===== src/rtl/spis_pkg.sv =====
package spis_pkg;
  typedef enum logic [2:0] {
    A_CTRL  = 3'd0,
    A_TXCTL = 3'd1,
    A_RXCTL = 3'd2,
    A_TXDAT = 3'd3,
    A_RXDAT = 3'd4
  } spis_addr_e;

  // CTRL fields
  localparam int unsigned B_FIFO_EN = 4;
  localparam int unsigned B_OVR_IE  = 5;
  localparam int unsigned B_XFER_IE = 6;
  // TXCTL / RXCTL fields
  localparam int unsigned B_IE      = 5;
  localparam int unsigned B_FLAG    = 6;
  localparam int unsigned B_FRST    = 7;
  localparam int unsigned B_OVR_CLR = 8;
  localparam int unsigned CNT_LSB   = 8;
  localparam int unsigned B_OVR     = 13;
endpackage


===== src/rtl/spis_fifo.sv =====
module spis_fifo #(
  parameter int unsigned DW    = 16,
  parameter int unsigned DEPTH = 16,
  localparam int unsigned AW   = (DEPTH > 1) ? $clog2(DEPTH) : 1,
  localparam int unsigned CW   = $clog2(DEPTH + 1)
) (
  input  logic          clk_i,
  input  logic          rst_ni,
  input  logic          clr_i,
  input  logic [CW-1:0] cap_i,
  input  logic          push_i,
  input  logic [DW-1:0] wdata_i,
  input  logic          pop_i,
  output logic [DW-1:0] rdata_o,
  output logic [CW-1:0] count_o,
  output logic          full_o,
  output logic          empty_o
);
  logic [DW-1:0] mem_q [DEPTH];
  logic [AW-1:0] wp_q, rp_q;
  logic [CW-1:0] cnt_q;
  logic do_push, do_pop;

  assign full_o  = (cnt_q >= cap_i);
  assign empty_o = (cnt_q == '0);
  assign do_push = push_i & ~full_o;
  assign do_pop  = pop_i & ~empty_o;
  assign count_o = cnt_q;
  assign rdata_o = empty_o ? '0 : mem_q[rp_q];

  function automatic logic [AW-1:0] nxt(input logic [AW-1:0] p);
    return (p == AW'(DEPTH - 1)) ? '0 : p + 1'b1;
  endfunction

  always_ff @(posedge clk_i or negedge rst_ni) begin
    if (!rst_ni) begin
      wp_q  <= '0;
      rp_q  <= '0;
      cnt_q <= '0;
    end else if (clr_i) begin
      wp_q  <= '0;
      rp_q  <= '0;
      cnt_q <= '0;
    end else begin
      if (do_push) wp_q <= nxt(wp_q);
      if (do_pop)  rp_q <= nxt(rp_q);
      case ({do_push, do_pop})
        2'b10:   cnt_q <= cnt_q + 1'b1;
        2'b01:   cnt_q <= cnt_q - 1'b1;
        default: cnt_q <= cnt_q;
      endcase
    end
  end

  always_ff @(posedge clk_i) begin
    if (do_push && !clr_i) mem_q[wp_q] <= wdata_i;
  end
endmodule


===== src/rtl/spis_shifter.sv =====
module spis_shifter #(
  parameter int unsigned DW = 16,
  localparam int unsigned LW = $clog2(DW)
) (
  input  logic          clk_i,
  input  logic          rst_ni,
  input  logic          sclk_i,
  input  logic          cs_ni,
  input  logic          mosi_i,
  input  logic [LW-1:0] len_m1_i,
  input  logic [DW-1:0] tx_word_i,
  input  logic          tx_empty_i,
  output logic          tx_pop_o,
  output logic          rx_push_o,
  output logic [DW-1:0] rx_word_o,
  output logic          miso_o
);
  logic [1:0] sclk_s, cs_s, mosi_s;
  logic sclk_d;
  logic rise, fall, active, last_bit;
  logic [LW-1:0] bit_q;
  logic [DW-1:0] sh_q, rx_q, rx_next;
  logic [LW-1:0] pad;
  logic miso_q, push_q;
  logic [DW-1:0] word_q;

  always_ff @(posedge clk_i or negedge rst_ni) begin
    if (!rst_ni) begin
      sclk_s <= '0;
      cs_s   <= '1;
      mosi_s <= '0;
      sclk_d <= 1'b0;
    end else begin
      sclk_s <= {sclk_s[0], sclk_i};
      cs_s   <= {cs_s[0], cs_ni};
      mosi_s <= {mosi_s[0], mosi_i};
      sclk_d <= sclk_s[1];
    end
  end

  assign active   = ~cs_s[1];
  assign rise     = sclk_s[1] & ~sclk_d;
  assign fall     = ~sclk_s[1] & sclk_d;
  assign last_bit = (bit_q == len_m1_i);
  assign rx_next  = {rx_q[DW-2:0], mosi_s[1]};
  assign pad      = LW'(DW - 1) - len_m1_i;
  assign tx_pop_o = active & rise & (bit_q == '0) & ~tx_empty_i;

  always_ff @(posedge clk_i or negedge rst_ni) begin
    if (!rst_ni) begin
      bit_q  <= '0;
      sh_q   <= '0;
      rx_q   <= '0;
      miso_q <= 1'b0;
      push_q <= 1'b0;
      word_q <= '0;
    end else begin
      push_q <= 1'b0;
      if (!active) begin
        bit_q  <= '0;
        miso_q <= 1'b0;
      end else if (rise) begin
        // drive on the leading edge; a new character loads at bit 0
        if (bit_q == '0) begin
          sh_q   <= tx_empty_i ? '0 : tx_word_i;
          miso_q <= tx_empty_i ? 1'b0 : tx_word_i[DW-1];
        end else begin
          sh_q   <= sh_q << 1;
          miso_q <= sh_q[DW-2];
        end
      end else if (fall) begin
        rx_q <= rx_next;
        if (last_bit) begin
          bit_q  <= '0;
          push_q <= 1'b1;
          word_q <= rx_next << pad;
        end else begin
          bit_q <= bit_q + 1'b1;
        end
      end
    end
  end

  assign miso_o    = miso_q;
  assign rx_push_o = push_q;
  assign rx_word_o = word_q;
endmodule


===== src/rtl/spis_level_flag.sv =====
module spis_level_flag #(
  parameter int unsigned CW  = 5,
  parameter bit          AT_OR_ABOVE = 1'b0
) (
  input  logic          clk_i,
  input  logic          rst_ni,
  input  logic [CW-1:0] count_i,
  input  logic [CW-1:0] level_i,
  input  logic          clr_i,
  output logic          flag_o
);
  logic hit, flag_q;

  generate
    if (AT_OR_ABOVE) begin : g_ge
      assign hit = (count_i >= level_i);
    end else begin : g_le
      assign hit = (count_i <= level_i);
    end
  endgenerate

  always_ff @(posedge clk_i or negedge rst_ni) begin
    if (!rst_ni)     flag_q <= 1'b0;
    else if (clr_i)  flag_q <= 1'b0;
    else             flag_q <= flag_q | hit;
  end

  assign flag_o = flag_q;
endmodule


===== src/rtl/spi_slave_fifo.sv =====
module spi_slave_fifo
  import spis_pkg::*;
#(
  parameter int unsigned DATA_W = 16,
  parameter int unsigned DEPTH  = 16
) (
  input  logic              clk_i,
  input  logic              rst_ni,
  input  logic              reg_en_i,
  input  logic              reg_we_i,
  input  logic [2:0]        reg_addr_i,
  input  logic [DATA_W-1:0] reg_wdata_i,
  output logic [DATA_W-1:0] reg_rdata_o,
  input  logic              sclk_i,
  input  logic              cs_ni,
  input  logic              mosi_i,
  output logic              miso_o,
  output logic              tx_irq_o,
  output logic              rx_irq_o
);
  localparam int unsigned CW = $clog2(DEPTH + 1);
  localparam int unsigned LW = $clog2(DATA_W);

  logic [LW-1:0] len_m1_q;
  logic fifo_en_q, ovr_ie_q, xfer_ie_q;
  logic [CW-1:0] tx_lvl_q, rx_lvl_q;
  logic tx_ie_q, rx_ie_q, ovr_q;

  logic wr, rd;
  logic tx_clr, tx_rst, rx_clr, rx_rst, ovr_clr;
  logic host_push, host_pop;
  logic [CW-1:0] cap, tx_cnt, rx_cnt;
  logic [DATA_W-1:0] tx_head, rx_head, rx_word;
  logic tx_full, tx_empty, rx_full, rx_empty;
  logic tx_pop, rx_push, tx_flag, rx_flag;
  logic unused_wdata;

  assign wr = reg_en_i & reg_we_i;
  assign rd = reg_en_i & ~reg_we_i;
  assign tx_clr    = wr && (reg_addr_i == A_TXCTL) && reg_wdata_i[B_FLAG];
  assign tx_rst    = wr && (reg_addr_i == A_TXCTL) && reg_wdata_i[B_FRST];
  assign rx_clr    = wr && (reg_addr_i == A_RXCTL) && reg_wdata_i[B_FLAG];
  assign rx_rst    = wr && (reg_addr_i == A_RXCTL) && reg_wdata_i[B_FRST];
  assign ovr_clr   = wr && (reg_addr_i == A_RXCTL) && reg_wdata_i[B_OVR_CLR];
  assign host_push = wr && (reg_addr_i == A_TXDAT);
  assign host_pop  = rd && (reg_addr_i == A_RXDAT);
  assign cap       = fifo_en_q ? CW'(DEPTH) : CW'(1);
  assign unused_wdata = ^reg_wdata_i;

  always_ff @(posedge clk_i or negedge rst_ni) begin
    if (!rst_ni) begin
      len_m1_q  <= LW'(DATA_W - 1);
      fifo_en_q <= 1'b1;
      ovr_ie_q  <= 1'b0;
      xfer_ie_q <= 1'b0;
      tx_lvl_q  <= '0;
      tx_ie_q   <= 1'b0;
      rx_lvl_q  <= CW'(DEPTH);
      rx_ie_q   <= 1'b0;
    end else if (wr) begin
      case (reg_addr_i)
        A_CTRL: begin
          len_m1_q  <= reg_wdata_i[LW-1:0];
          fifo_en_q <= reg_wdata_i[B_FIFO_EN];
          ovr_ie_q  <= reg_wdata_i[B_OVR_IE];
          xfer_ie_q <= reg_wdata_i[B_XFER_IE];
        end
        A_TXCTL: begin
          tx_lvl_q <= reg_wdata_i[CW-1:0];
          tx_ie_q  <= reg_wdata_i[B_IE];
        end
        A_RXCTL: begin
          rx_lvl_q <= reg_wdata_i[CW-1:0];
          rx_ie_q  <= reg_wdata_i[B_IE];
        end
        default: ;
      endcase
    end
  end

  always_ff @(posedge clk_i or negedge rst_ni) begin
    if (!rst_ni)                 ovr_q <= 1'b0;
    else if (ovr_clr)            ovr_q <= 1'b0;
    else if (rx_push && rx_full) ovr_q <= 1'b1;
  end

  spis_fifo #(.DW(DATA_W), .DEPTH(DEPTH)) u_tx_fifo (
    .clk_i, .rst_ni, .clr_i(tx_rst), .cap_i(cap),
    .push_i(host_push), .wdata_i(reg_wdata_i), .pop_i(tx_pop),
    .rdata_o(tx_head), .count_o(tx_cnt), .full_o(tx_full), .empty_o(tx_empty)
  );

  spis_fifo #(.DW(DATA_W), .DEPTH(DEPTH)) u_rx_fifo (
    .clk_i, .rst_ni, .clr_i(rx_rst), .cap_i(cap),
    .push_i(rx_push), .wdata_i(rx_word), .pop_i(host_pop),
    .rdata_o(rx_head), .count_o(rx_cnt), .full_o(rx_full), .empty_o(rx_empty)
  );

  spis_shifter #(.DW(DATA_W)) u_shift (
    .clk_i, .rst_ni, .sclk_i, .cs_ni, .mosi_i,
    .len_m1_i(len_m1_q), .tx_word_i(tx_head), .tx_empty_i(tx_empty),
    .tx_pop_o(tx_pop), .rx_push_o(rx_push), .rx_word_o(rx_word), .miso_o
  );

  spis_level_flag #(.CW(CW), .AT_OR_ABOVE(1'b0)) u_tx_flag (
    .clk_i, .rst_ni, .count_i(tx_cnt), .level_i(tx_lvl_q),
    .clr_i(tx_clr), .flag_o(tx_flag)
  );

  spis_level_flag #(.CW(CW), .AT_OR_ABOVE(1'b1)) u_rx_flag (
    .clk_i, .rst_ni, .count_i(rx_cnt), .level_i(rx_lvl_q),
    .clr_i(rx_clr), .flag_o(rx_flag)
  );

  assign tx_irq_o = fifo_en_q & tx_ie_q & tx_flag;
  assign rx_irq_o = fifo_en_q ? (rx_ie_q & rx_flag)
                              : ((xfer_ie_q & ~rx_empty) | (ovr_ie_q & ovr_q));

  always_comb begin
    reg_rdata_o = '0;
    case (reg_addr_i)
      A_CTRL: begin
        reg_rdata_o[LW-1:0]     = len_m1_q;
        reg_rdata_o[B_FIFO_EN]  = fifo_en_q;
        reg_rdata_o[B_OVR_IE]   = ovr_ie_q;
        reg_rdata_o[B_XFER_IE]  = xfer_ie_q;
      end
      A_TXCTL: begin
        reg_rdata_o[CW-1:0]         = tx_lvl_q;
        reg_rdata_o[B_IE]           = tx_ie_q;
        reg_rdata_o[B_FLAG]         = tx_flag;
        reg_rdata_o[CNT_LSB +: CW]  = tx_cnt;
      end
      A_RXCTL: begin
        reg_rdata_o[CW-1:0]         = rx_lvl_q;
        reg_rdata_o[B_IE]           = rx_ie_q;
        reg_rdata_o[B_FLAG]         = rx_flag;
        reg_rdata_o[CNT_LSB +: CW]  = rx_cnt;
        reg_rdata_o[B_OVR]          = ovr_q;
      end
      A_RXDAT: reg_rdata_o = rx_head;
      default: reg_rdata_o = '0;
    endcase
  end
endmodule


===== config.mk =====
export PLATFORM = sky130hd
export DESIGN_NAME = spi_slave_fifo
export DESIGN_NICKNAME = d
export VERILOG_FILES = /design/src/rtl/spis_pkg.sv /design/src/rtl/spis_fifo.sv /design/src/rtl/spis_shifter.sv /design/src/rtl/spis_level_flag.sv /design/src/rtl/spi_slave_fifo.sv
export SDC_FILE = /design/constraint.sdc
export NUM_CORES = 1
export LEC_CHECK = 0
export ABC_AREA = 1
export BUFFER_PORTS_ARGS = -buffer_cell sky130_fd_sc_hd__buf_2
export CAP_MARGIN = 5
export CORE_MARGIN = 10
export CORE_UTILIZATION = 55
export CTS_BUF_LIST = sky130_fd_sc_hd__clkbuf_4 sky130_fd_sc_hd__clkbuf_8
export CTS_CLUSTER_DIAMETER = 80
export DETAILED_ROUTE_END_ITERATION = 12
export GPL_ROUTABILITY_DRIVEN = 0
export GPL_TIMING_DRIVEN = 0
export HOLD_SLACK_MARGIN = 0.05
export MAX_ROUTING_LAYER = met4
export PLACE_DENSITY = 0.71
export SETUP_SLACK_MARGIN = 0.05
export SYNTH_ARGS = -nofsm -noshare
export SYNTH_HDL_FRONTEND = slang
export SYNTH_SLANG_ARGS = --single-unit

===== constraint.sdc =====
create_clock -name clk_i -period 3.8 [get_ports clk_i]
set_input_delay 0 -clock clk_i [delete_from_list [all_inputs] [get_ports clk_i]]
set_output_delay 0 -clock clk_i [all_outputs]
set_load 0.01 [all_outputs]

==> flow_metrics.tcl <==
set metrics [dict create \
    cp.arrival_ns 3.94 \
    synth_cell_types 51 \
    cts_tree "built" \
    min_delay_path_depth 2 \
    setup_viol 0 \
    critPathLaunchType "input port" \
    register_area_um2 18100 \
    relSlewSlack_pct 39.2 \
    yosysTopAreaCellShare_pct 59.4 \
    clock_latency_ns 0.71 \
    core.rowCount 79 \
    fin_nets 2463 \
    hpwl_um 48500 \
    synth_nets 2246 \
    fill_cells 3469 \
    io_buffers 44 \
    drt_iter0_drc 2568 \
    r2r_slack_ns 0.46 \
    yosysSeqAreaShare_pct 69.8 \
    async_flop_share_pct 17.3 \
    grt_pass1_vias 18341 \
    route.detailed.drc 0 \
    final_max_slew_viol_count 0 \
    hold_end "u_tx_fifo.mem_q[15][9]" \
    h-tree-depth 3 \
    powerDensity_nw_per_um2 667 \
    p_leak_nw 11.2 \
    crit_fanout 10 \
    dpl_cell_area_um2 27500 \
    vias_per_cell 6.13 \
    outcome "finished clean" \
    crit_type "input port to flip-flop" \
    clock.fmax_mhz 281 \
    vdd_drop_max_mv 0.366 \
    min_from "reg_wdata_i[9]" \
    post-synth-top-count-cell "edfxtp_1" \
    dieArea_um2 56100 \
    areaGrowthSynthToFinish_pct 15.1 \
    grt_first_pass_wirelength_um 110000 \
    ios 45 \
    reg2reg_to "u_rx_fifo.mem_q[2][4]" \
    vias 18993 \
    yosysWarnings 0 \
    worstMarginPinSlew_ns 0.913 \
    final_area_um2 29800 \
    rsz0062_at_grt "false" \
    ant_nets 0 \
    synth_cells 2192 \
    endpoint_kind "flip-flop" \
    synth_area_leaders "edfxtp_1, dfrtp_1, o21ai_0" \
    cts_buffers 97 \
    start_util_pct 55.6 \
    fin_crit_sh_pct 93.7 \
    hold_viol_final 0 \
    ff2ff_path_depth 10 \
    synth_top_cell_by_area "edfxtp_1" \
    die_height_um 237 \
    cts_sinks 619 \
    fp.dieW_um 237 \
    netlist_area_um2 25900 \
    avgSynthCellArea_um2 11.8 \
    core_um2 46600 \
    drive_gt1_share_pct 14.0 \
    track_usage_pct 26.0 \
    synth_commonest_cells "edfxtp_1, o21ai_0, nor2_1, nand2_1, dfrtp_1" \
    dr.pass1.iters 7 \
    wl_per_cell_um 23.4 \
    antenna_found_initial 0 \
    period_minus_slack_ns 3.56 \
    multiInputGateArea_um2 6970 \
    root_buffer "clkbuf_8" \
    r2r-start "fifo_en_q" \
    drv_cap 0 \
    synth-main-ff-cell "edfxtp_1" \
    required_ns 4.18 \
    hp-class "input port to flip-flop" \
    post_cts_resized 0 \
    startpoint "reg_en_i" \
    clock_skew_ns 0.0430 \
    grt_max_degree 58 \
    ys_ff_latch 619 \
    fin_util_pct 64.0 \
    grt_overflow_total 0 \
    path_clk_slew_ns 0.07 \
    synth_edf_count 512 \
    diodes 0 \
    clock_path_buffers 3 \
    drt-total-wl_um 72400 \
]
[layout make-up]
class | instances | area share (%)
flip-flops and latches | 619 | 60.6
multi-input cells | 1338 | 23.4
clock buffers | 134 | 5.45
repair buffers | 118 | 3.93
well taps | 607 | 2.55
plain buffers | 120 | 1.67
inverters | 115 | 1.46
clock inverters | 46 | 0.940
[routing by layer]
metal | routed length, um | track usage, % | part of all wire (%) | vias up
met1 | 27900 | 33.0 | 39 | 9233
li1 | - | - | - | 8417
met5 | 0 | - | 0 | -
met4 | 3080 | 11.9 | 4.2 | 0
met2 | 34600 | 40.6 | 48 | 1132
met3 | 6870 | 4.47 | 9.5 | 211
[stage by stage]
step                      worst slack (ns)  total power, W  instances  hold slack (ns)  setup TNS (ns)
after detailed placement             0.554          0.0142       2876           0.0762               0
after floorplan                      0.998          0.0118       2192           -0.296               0
after global routing                0.0945          0.0208       3097            0.228               0
final                                0.239          0.0199       3097            0.232               0
after CTS                            0.338          0.0197       3097            0.198               0
after global placement              -0.253          0.0141       2843            0.107          -10.35
[placed cells by master (no fill, tap or decap), types with 4 or more instances in the layout]
| cell type | instances |
|---|---|
| a21oi_1 | 36 |
| nand2_2 | 8 |
| edfxtp_1 | 512 |
| nor2_1 | 293 |
| clkbuf_4 | 35 |
| xor2_1 | 6 |
| nor2_2 | 36 |
| o22ai_1 | 82 |
| nand3_2 | 4 |
| o221ai_1 | 57 |
| o21ai_1 | 5 |
| inv_2 | 14 |
| clkbuf_1 | 86 |
| buf_8 | 31 |
| mux2i_1 | 8 |
| clkbuf_8 | 99 |
| o211ai_1 | 23 |
| dfrtp_1 | 99 |
| dlygate4sd3_1 | 40 |
| a22oi_1 | 7 |
| nor2_4 | 5 |
| buf_2 | 66 |
| nand3_1 | 88 |
| a22o_1 | 4 |
| a31oi_1 | 5 |
| ha_1 | 28 |
| nand2_1 | 243 |
| o21ai_0 | 359 |
| clkinv_1 | 25 |
| nor3_1 | 6 |
| dfstp_2 | 8 |
| clkinv_2 | 15 |
| buf_1 | 8 |
| inv_1 | 98 |
[worst max path at each step]
| stage | to | slack, ns | cells past startpoint |
|---|---|---|---|
| 2_1_floorplan | u_rx_fifo.mem_q[0][0] | 1.0 | 9 |
| 3_3_place_gp | u_rx_fifo.mem_q[1][10] | -0.25 | 9 |
| 3_5_place_dp | u_rx_fifo.mem_q[2][4] | 0.55 | 10 |
| 4_1_cts | u_rx_fifo.mem_q[2][4] | 0.34 | 12 |
| 5_1_grt | u_rx_fifo.mem_q[2][4] | 0.09 | 12 |
| 6_report | u_rx_fifo.mem_q[2][4] | 0.24 | 12 |
[what timing repair did]
item,in CTS,in global routing
endpoints found under the hold margin,394,0
endpoints found under the setup margin,0,0
hold buffers,41,0
buffers inserted,0,0
[critical path, stage by stage]
cell and delay, ns:
dlygate4sd3_1 0.53, buf_2 0.14, nand2_1 0.12, dlygate4sd3_1 0.66, nor2_4 0.05, dlygate4sd3_1 0.70
inv_2 0.18, nor2_4 0.07, nor2_1 0.33, nand2_1 0.27, nor2_2 0.63, buf_8 0.25
[where the power goes]
group	switching (W)	leakage [nW]	total [W]	internal, W
Clock	0.00268	1.02	0.00556	0.00287
Sequential	0.000289	6.47	0.00793	0.00764
Combinational	0.00457	3.76	0.00638	0.00181
[flip-flops by register name (all words and copies together) (netlist names), 4 cells and up]
name and count:
u_rx_fifo.mem_q 256, u_tx_fifo.mem_q 256, u_shift.rx_word_o 16, u_shift.rx_q 15, u_shift.sh_q 15, rx_lvl_q 5
tx_lvl_q 5, u_rx_fifo.count_o 5, u_tx_fifo.count_o 5, len_m1_q 4, u_rx_fifo.rp_q 4, u_rx_fifo.wp_q 4
u_shift.bit_q 4, u_tx_fifo.rp_q 4, u_tx_fifo.wp_q 4
[cells by family after synthesis]
logic type | Yosys count | synth area share (%)
multiplexers | 8 | 0.309
AND/OR/NAND/NOR | 697 | 11.3
adder cells (fa/ha/maj) | 28 | 1.35
AO/OA/AOI/OAI | 596 | 13.4
XOR/XNOR | 9 | 0.305
flip-flops | 619 | 69.8
buffers and inverters | 235 | 3.60
(Power assumes the default switching activity.)
